[src/rtl/alu_flag_unit.sv]
module alu_flag_unit (
  input  logic        clk,
  input  logic        rst_n,
  input  logic [31:0] a,
  input  logic [31:0] b,
  input  logic [2:0]  op,
  input  logic [1:0]  size,
  input  logic        cin,
  input  logic        flag_we,
  output logic [31:0] result,
  output logic [5:0]  flags_now,
  output logic [5:0]  flags_q
);
  localparam int F_C = 0, F_P = 1, F_A = 2, F_Z = 3, F_S = 4, F_O = 5;

  logic [31:0] mask, am, bm;
  logic [32:0] raw;
  logic        arith, is_sub, cuse, sa, sb, sr, cy;

  assign mask   = (size == 2'd0) ? 32'h0000_00FF :
                  (size == 2'd1) ? 32'h0000_FFFF : 32'hFFFF_FFFF;
  assign am     = a & mask;
  assign bm     = b & mask;
  assign arith  = ~op[2];
  assign is_sub = arith & op[1];
  assign cuse   = arith & op[0] & cin;

  always_comb begin
    case (op)
      3'd0, 3'd1: raw = {1'b0, am} + {1'b0, bm} + 33'(cuse);
      3'd2, 3'd3: raw = {1'b0, am} - {1'b0, bm} - 33'(cuse);
      3'd4:       raw = {1'b0, am & bm};
      3'd5:       raw = {1'b0, am | bm};
      3'd6:       raw = {1'b0, am ^ bm};
      default:    raw = {1'b0, bm};
    endcase
  end

  assign result = raw[31:0] & mask;

  always_comb begin
    case (size)
      2'd0:    begin sa = am[7];  sb = bm[7];  sr = result[7];  cy = raw[8];  end
      2'd1:    begin sa = am[15]; sb = bm[15]; sr = result[15]; cy = raw[16]; end
      default: begin sa = am[31]; sb = bm[31]; sr = result[31]; cy = raw[32]; end
    endcase
  end

  assign flags_now[F_C] = arith & cy;
  assign flags_now[F_P] = ~^result[7:0];
  assign flags_now[F_A] = arith & (a[4] ^ b[4] ^ raw[4]);
  assign flags_now[F_Z] = (result == 32'd0);
  assign flags_now[F_S] = sr;
  assign flags_now[F_O] = arith & (is_sub ? (sa != sb) : (sa == sb)) & (sr != sa);

  always_ff @(posedge clk or negedge rst_n)
    if (!rst_n)       flags_q <= 6'd0;
    else if (flag_we) flags_q <= flags_now;

  a_r9_load: assert property (@(posedge clk) disable iff (!rst_n)
    flag_we |=> flags_q == $past(flags_now));
  a_r9_hold: assert property (@(posedge clk) disable iff (!rst_n)
    !flag_we |=> $stable(flags_q));
  a_r8_logic_clear: assert property (@(posedge clk) disable iff (!rst_n)
    op[2] |-> (flags_now[F_C] == 1'b0 && flags_now[F_O] == 1'b0 && flags_now[F_A] == 1'b0));
  a_r5_zero: assert property (@(posedge clk) disable iff (!rst_n)
    flags_now[F_Z] == (result == 32'd0));
  a_r1_upper_zero: assert property (@(posedge clk) disable iff (!rst_n)
    (size == 2'd0) |-> (result[31:8] == 24'd0));
endmodule

[config.mk]
export PLATFORM = sky130hd
export DESIGN_NAME = alu_flag_unit
export DESIGN_NICKNAME = d
export VERILOG_FILES = /design/src/rtl/alu_flag_unit.sv
export SDC_FILE = /design/constraint.sdc
export NUM_CORES = 1
export LEC_CHECK = 0
export ABC_AREA = 1
export BUFFER_PORTS_ARGS = -buffer_cell sky130_fd_sc_hd__buf_2
export CAP_MARGIN = 40
export CORE_ASPECT_RATIO = 1.75
export CORE_MARGIN = 3
export CORE_UTILIZATION = 58
export CTS_BUF_LIST = sky130_fd_sc_hd__clkbuf_8
export DETAILED_ROUTE_END_ITERATION = 10
export GPL_TIMING_DRIVEN = 0
export HOLD_SLACK_MARGIN = 0.02
export PLACE_DENSITY = 0.8
export SYNTH_ARGS = -nofsm -noshare
export SYNTH_HDL_FRONTEND = slang
export SYNTH_SLANG_ARGS = --single-unit
[constraint.sdc]
create_clock -name clk -period 4.7 [get_ports clk]
set_clock_uncertainty 0.05 [all_clocks]
set_input_delay 0.235 -clock clk [delete_from_list [all_inputs] [get_ports clk]]
set_output_delay 0.235 -clock clk [all_outputs]
set_load 0.005 [all_outputs]
Word level (Yosys, flattened, before mapping)
Index checks and enable logic that the tools add are counted.
W data, S select, Z words.

storage, ports and cells
  bits of input ports = 73
  bits in registers = 6
  output and inout bits = 44

cells by class
  muxes and demuxes = 8
  bitwise gates (word level) = 16
  add/sub/neg operators = 4
  eq/ne operators = 10
  reduce and logical (&&, ||, !) cells = 6

operator list
  operator              count
  $pmux W33 S5          1
  $and A32 B32 Y32      4
  $mux W32              2
  $add A32 B32 Y33      1
  $add A33 B1 Y33       1
  $sub A32 B32 Y33      1
  $sub A33 B1 Y33       1
  $logic_not A32 Y1     1
  $or A32 B32 Y32       1
  $xor A32 B32 Y32      1
  $eq A3 B3 Y1 const B  3
  $pmux W1 S2           4
  $reduce_xnor A8 Y1    1
  $and A1 B1 Y1         7
  $eq A3 B2 Y1 const B  2
  $reduce_or A2 Y1      2
  $eq A3 B1 Y1 const B  1
  $logic_not A3 Y1      1
  $eq A2 B1 Y1 const B  1
  $logic_not A2 Y1      1
  $ne A1 B1 Y1          2
  $xor A1 B1 Y1         2
  $eq A1 B1 Y1          1
  $mux W1               1
  $not A1 Y1            1

Logic depth before layout (Yosys ltp)
  depth in word-level cells = 11
  depth in mapped cells = 27

Worst setup path before layout
OpenSTA, ideal clock, no wires.

  path type = input -> output
  start = in op[2]
  end = out flags_now[3]
  path slack = 1.169 ns
  arrival time = 3.246 ns
  path buffers = 1
  stages = 24
  path through = buf_6 inv_1 nand3_1 inv_1 fa_1 inv_1 ha_1 or2_2 nand2_1 nand3_2 o21ai_0 a21oi_1 a2111oi_0 inv_1 or2_1 inv_1 ha_1 nand2_1 nor2_1 nand3_1 nor2_2 nand4_1 nor2_1 and2_1

on the way
  cells in the longest elaborated chain, start to end = 7
  elaborated cells between the ends (all ways) = 17
  those cells by class = add/sub: 2; eq/ne: 6; mux: 1; bitwise: 4; reduce/logical: 4

RTL lines
  what                                                RTL line  text
  from (decl)                                         6         input logic [2:0] op,
  $not A1 Y1                                          24        assign arith = ~op[2];
  $and A1 B1 Y1 (2 in a row)                          26        assign cuse = arith & op[0] & cin;
  $sub A33 B1 Y33 or $add A33 B1 Y33 (tied branches)  31, 30
  $pmux W33 S5 *                                      29        case (op)
  $and A32 B32 Y32 *                                  39        assign result = raw[31:0] & mask;
  net result[5]                                       10        output logic [31:0] result,
  $logic_not A32 Y1 *                                 52        assign flags_now[F_Z] = (result == 32'd0);
  to (decl)                                           11        output logic [5:0] flags_now,

Mark *: on every way through the listed nets, which the timed path passes. The rest lies on a longest branch.

Worst setup path after layout
  start = in size[1]
  end = out flags_now[3]

on the way
  cells in the longest elaborated chain, start to end = 9
  elaborated cells between the ends (all ways) = 16
  those cells by class = add/sub: 4; eq/ne: 1; mux: 3; bitwise: 6; reduce/logical: 2

RTL lines
  what                                                  RTL line  text
  from (decl)                                           7         input logic [1:0] size,
  $eq A2 B1 Y1                                          21        (size == 2'd1) ? 32'h0000_FFFF : 32'hFFFF_FFFF;
  $mux W32                                              21
  $mux W32 *                                            20        assign mask = (size == 2'd0) ? 32'h0000_00FF :
  $and A32 B32 Y32, on equally long branches            22, 23
  $sub A32 B32 Y33 or $add A32 B32 Y33 (tied branches)  31, 30
  $sub A33 B1 Y33 or $add A33 B1 Y33 (tied branches)    31, 30
  $pmux W33 S5                                          29
  $and A32 B32 Y32 *                                    39
  $logic_not A32 Y1 *                                   52

Mark *: on every way between the ends. The rest lies on a longest branch, timed or not.

==> results <==
- The number of iterations in the first detailed-routing pass is 6.
- The area taken by multi-input logic gates is roughly 0.0068 mm^2.
- Counting distinct cell types in the post-synthesis netlist gives 46.
- The number of synthesized flops with an enable pin is 0.
- The post-placement worst setup slack is -0.01597 ns.
- The congestion estimate from routability-driven global placement came to 1.140.
- For the worst flop-to-flop path, the logic depth is 2.
- The cell with the biggest individual delay on the critical path is sky130_fd_sc_hd__ha_2.
- The remaining design rule violation count is 0.
- Relative to the synthesized area, the layout overhead comes to 9.981%.
- The max-capacitance violation count is 0.
- The row count is between 50 and 60.
- Of the cells placed in the final design, the portion with a size suffix greater than 1 is 0.1295.
- The cell type with the largest total area after synthesis is sky130_fd_sc_hd__nand2_1.
- The number of I/O port buffers is 114.
- The floorplan step defined a die boundary enclosing around 0.016 mm^2.
- The TritonCTS clock tree is yes.
- The via count of the first global-routing pass is 10620.
- In the global route stage, overall resource usage came out at 0.4384.
- By area the synthesized netlist is led by sky130_fd_sc_hd__nand2_1, sky130_fd_sc_hd__ha_1, sky130_fd_sc_hd__inv_1, sky130_fd_sc_hd__nand3_1, sky130_fd_sc_hd__a21oi_1.
- The worst hold slack after final layout is 0.2498 ns.
- The maximum fanout along the worst path is 10.
- In this run the clock root is driven by a sky130_fd_sc_hd__clkbuf_8.
- The number of antenna violations at the first check in global routing is 1.
- Dividing the detail-routed wire length by the instance count gives between 15 and 20 um.
- Buffers added to address setup during post-CTS repair amount to 0.
- Of the post-synthesis cell area, the dominant cell type holds 0.2606.
- The pin count of the biggest net entering global routing is 11.
- Data on the critical path arrives at its endpoint at 4.12 ns.
- The sum of routed wire length over all layers is 36.65 mm.
- The most common flop cell mapped by yosys is sky130_fd_sc_hd__dfrtp_1.
- After filler insertion, the fill cell instance count of the layout stands at 1524.
- In this run the remaining antenna-violating nets after routing total 0.
- The count of final setup violators is 0.
- The total negative slack is 0 ns.
- The dominant delay contributor by cell family on the critical path is simple AND/OR/NAND/NOR gates.
- The post-synth design cell area is 0.008612 mm^2.
- The starting density of the core is 0.5963.
- For the pin with the worst max-slew slack, the measured transition is slightly above 0.9 ns.
- The post-route cell area is 0.009472 mm^2.
- The depth of the critical timing path with buffers and inverters included is 23.
- Each instance of the synthesized netlist takes up on average 5.169 um^2.
- By count the netlist is led by sky130_fd_sc_hd__nand2_1, sky130_fd_sc_hd__inv_1, sky130_fd_sc_hd__nand3_1, sky130_fd_sc_hd__ha_1, sky130_fd_sc_hd__nor2_1.
- The number of endpoints with negative hold slack in the final report is 0.
- Summed over all nets, the half-perimeter wirelength after detailed placement is 31.62 mm.
- The required time of the critical path is 4.41 ns.
- The critical path is of the primary input to primary output type.
- The die is 98.11 um wide.
- The critical path goes through clkbuf_4 -> clkbuf_4 -> clkbuf_2 -> nand2_1 -> ha_2 -> inv_2 -> ha_1 -> nand2_1 -> nor2_2 -> nand2_1 -> nor2_1 -> nand2_1 -> nand3_1 -> nand2_1 -> nand3_1 -> nand3_1 -> nand2_1 -> nand2_1 -> nor2_2 -> nand2_1 -> nor2_2 -> and2_1 -> buf_2.
- flags_q holds more flip-flops than any other register.
- After synthesis, the share of flip-flops with an asynchronous set or reset is 1.000.
- The sum of buffers and inverters on the critical path is 5.
- The wire length of the first global-routing pass is 55.97 mm.
- The launching element type of the critical path is a primary input.
- The final cycle utilization of the critical path is 0.9382.
- For this design the static power due to leakage is about 6.3 nW.
- Setup repair after global routing left no endpoint under its margin.
- The Yosys warning count is 0.
- For this run, the slowest stage of the critical path takes 0.45 ns.
- Across all setup checks in the final design, the least slack found is 0.2904 ns.
- In this run, synthesis produced a sequential element count of 6.
- The worst path needs roughly 4.4 ns of the cycle, external delays included.
- The worst supply voltage drop on vdd is roughly 0.084 mV.
- The sequential cells in the finished layout cover a total of around 150 um^2.
- For this run, the register share of the synthesized area comes to 0.01743.
- The clock sink count is 6.
- In this run the worst hold path is classified as primary input to flop.
- Based on the critical path, the design can be clocked at up to 226.8 MHz.
- The flow ran to the end, and the final reports show no timing, DRC or antenna violations.
- The number of max-slew violations in the final report is 0.
- The worst hold path passes through 3 cells.
- Dividing the detail-routed via count by the number of cells gives 5.605.
- The DRC violation total after the first TritonRoute iteration is 909.
- At the end of the flow, the number of nets in the layout was 1993.
- The cell that appears most often on the critical path is sky130_fd_sc_hd__nand2_1.
- The finished layout holds 1965 standard cells, fillers aside.
- Power spread over the standard cell area amounts to 169.5 mW/mm^2.
- The core region area is 0.01444 mm^2.
- The chip height is 167.2 um.
- The instance count after placement with tap cells included is around 2000.
- In the final layout, the registers with the most flip-flops are flags_q: 6 flops.
- Headroom to the max-slew limit came out at 0.3825.
- In the synthesized netlist, the number of instances is 1666.
- The cell with the most instances after synthesis is sky130_fd_sc_hd__nand2_1.
- The via count of the routed design is 11010.
- Buffers inserted during clock tree synthesis total 3.
- The endpoint class of the critical path is a primary output.
- The H-tree depth is 1.
- The total cell area at the placement stage is 0.009408 mm^2.
- The register with the most flip-flops in the layout has 6 of them.
- For this run the aggregate overflow at the end of global routing stands at 0.
- After clock tree synthesis, the clock-pin slew on the worst setup and hold paths is 0.04 ns.
- In this run the deepest clock path goes through 2 buffers.
- For the worst-skew pair, the clock arrives at the later sink with an insertion delay of 0.22 ns.
- The number of primary I/O pins is 117.
- The number of nets in the synthesized netlist is 1873.
-- logic make-up (layout without fill, tap and decap cells) --
logic type | Yosys count | count (layout) | synth area share
buffers and inverters | 430 | 548 | 0.1982
flip-flops | 6 | 6 | 0.01743
adder cells (fa/ha/maj) | 134 | 134 | 0.1982
AO/OA/AOI/OAI | 139 | 139 | 0.09807
other | 0 | 1 | 0
AND/OR/NAND/NOR | 951 | 951 | 0.4821
XOR/XNOR | 6 | 6 | 0.006102
-- through the flow --
stage          power, W  utilization
2_1_floorplan  0.001026            -
3_3_place_gp   0.001464       0.6514
3_5_place_dp   0.001486       0.6514
4_1_cts        0.001572       0.6551
5_1_grt        0.001760       0.6559
6_report       0.001606       0.6559
-- routing by layer --
layer,track usage,part of all wire,routed length [um]
met5,0,0,0
met4,0.4780,0.14,5115
met3,0.07545,0.082,3007
met2,0.7445,0.46,16820
met1,0.4172,0.32,11710
-- path summary, 6_finish.rpt --
| path | end | from | slack (ns) |
|---|---|---|---|
| setup / recovery | flags_now[3] | size[1] | 0.29 |
| hold / removal | flags_q[4] | flag_we | 0.25 |
| setup reg to reg | flags_q[5] | flags_q[5] | 4.04 |
| hold reg to reg | flags_q[2] | flags_q[2] | 0.42 |
| max in group asynchronous | flags_q[2] | rst_n | 4.14 |
| min in group asynchronous | flags_q[5] | rst_n | 0.32 |
-- repair_timing --
item	CTS	global route
gates resized for setup	1	6
setup endpoints to repair	1	1
hold buffers	1	0
hold endpoints to repair	6	0
cloned	0	0
-- area by class of cell --
cell class                 count  share of cell area
multi-input combinational   1230              0.7135
inverter                     406              0.1612
timing repair buffer         115             0.06129
tap                          180             0.02378
buffer                        24             0.01982
sequential                     6             0.01585
clock buffer                   3            0.004359
antenna                        1           0.0002642
-- worst min-delay path: stages --
cell	delay, ns
sky130_fd_sc_hd__buf_2	0.14
sky130_fd_sc_hd__nand2_1	0.07
sky130_fd_sc_hd__nand2_1	0.05
-- where the power goes --
group / switching (W) / internal [W]
registers: 0.00000413 / 0.0000614
logic: 0.000980 / 0.000483
clock network: 0.0000226 / 0.0000550
total: 0.00101 / 0.000599
-- placed cells by master, fill, tap and decap left out, drive strengths merged, types with 6 or more instances in the layout --
| cell type | synthesis | layout |
|---|---|---|
| nand4 | 30 | 30 |
| and2 | 7 | 7 |
| a21oi | 72 | 72 |
| buf | 18 | 131 |
| o21ai | 22 | 22 |
| dfrtp | 6 | 6 |
| clkbuf | 6 | 10 |
| nand2 | 616 | 616 |
| ha | 130 | 130 |
| nor3 | 8 | 8 |
| nor2 | 116 | 116 |
| nand3b | 11 | 11 |
| o221ai | 22 | 22 |
| nand3 | 157 | 157 |
| inv | 404 | 404 |
(Power assumes the default switching activity.)
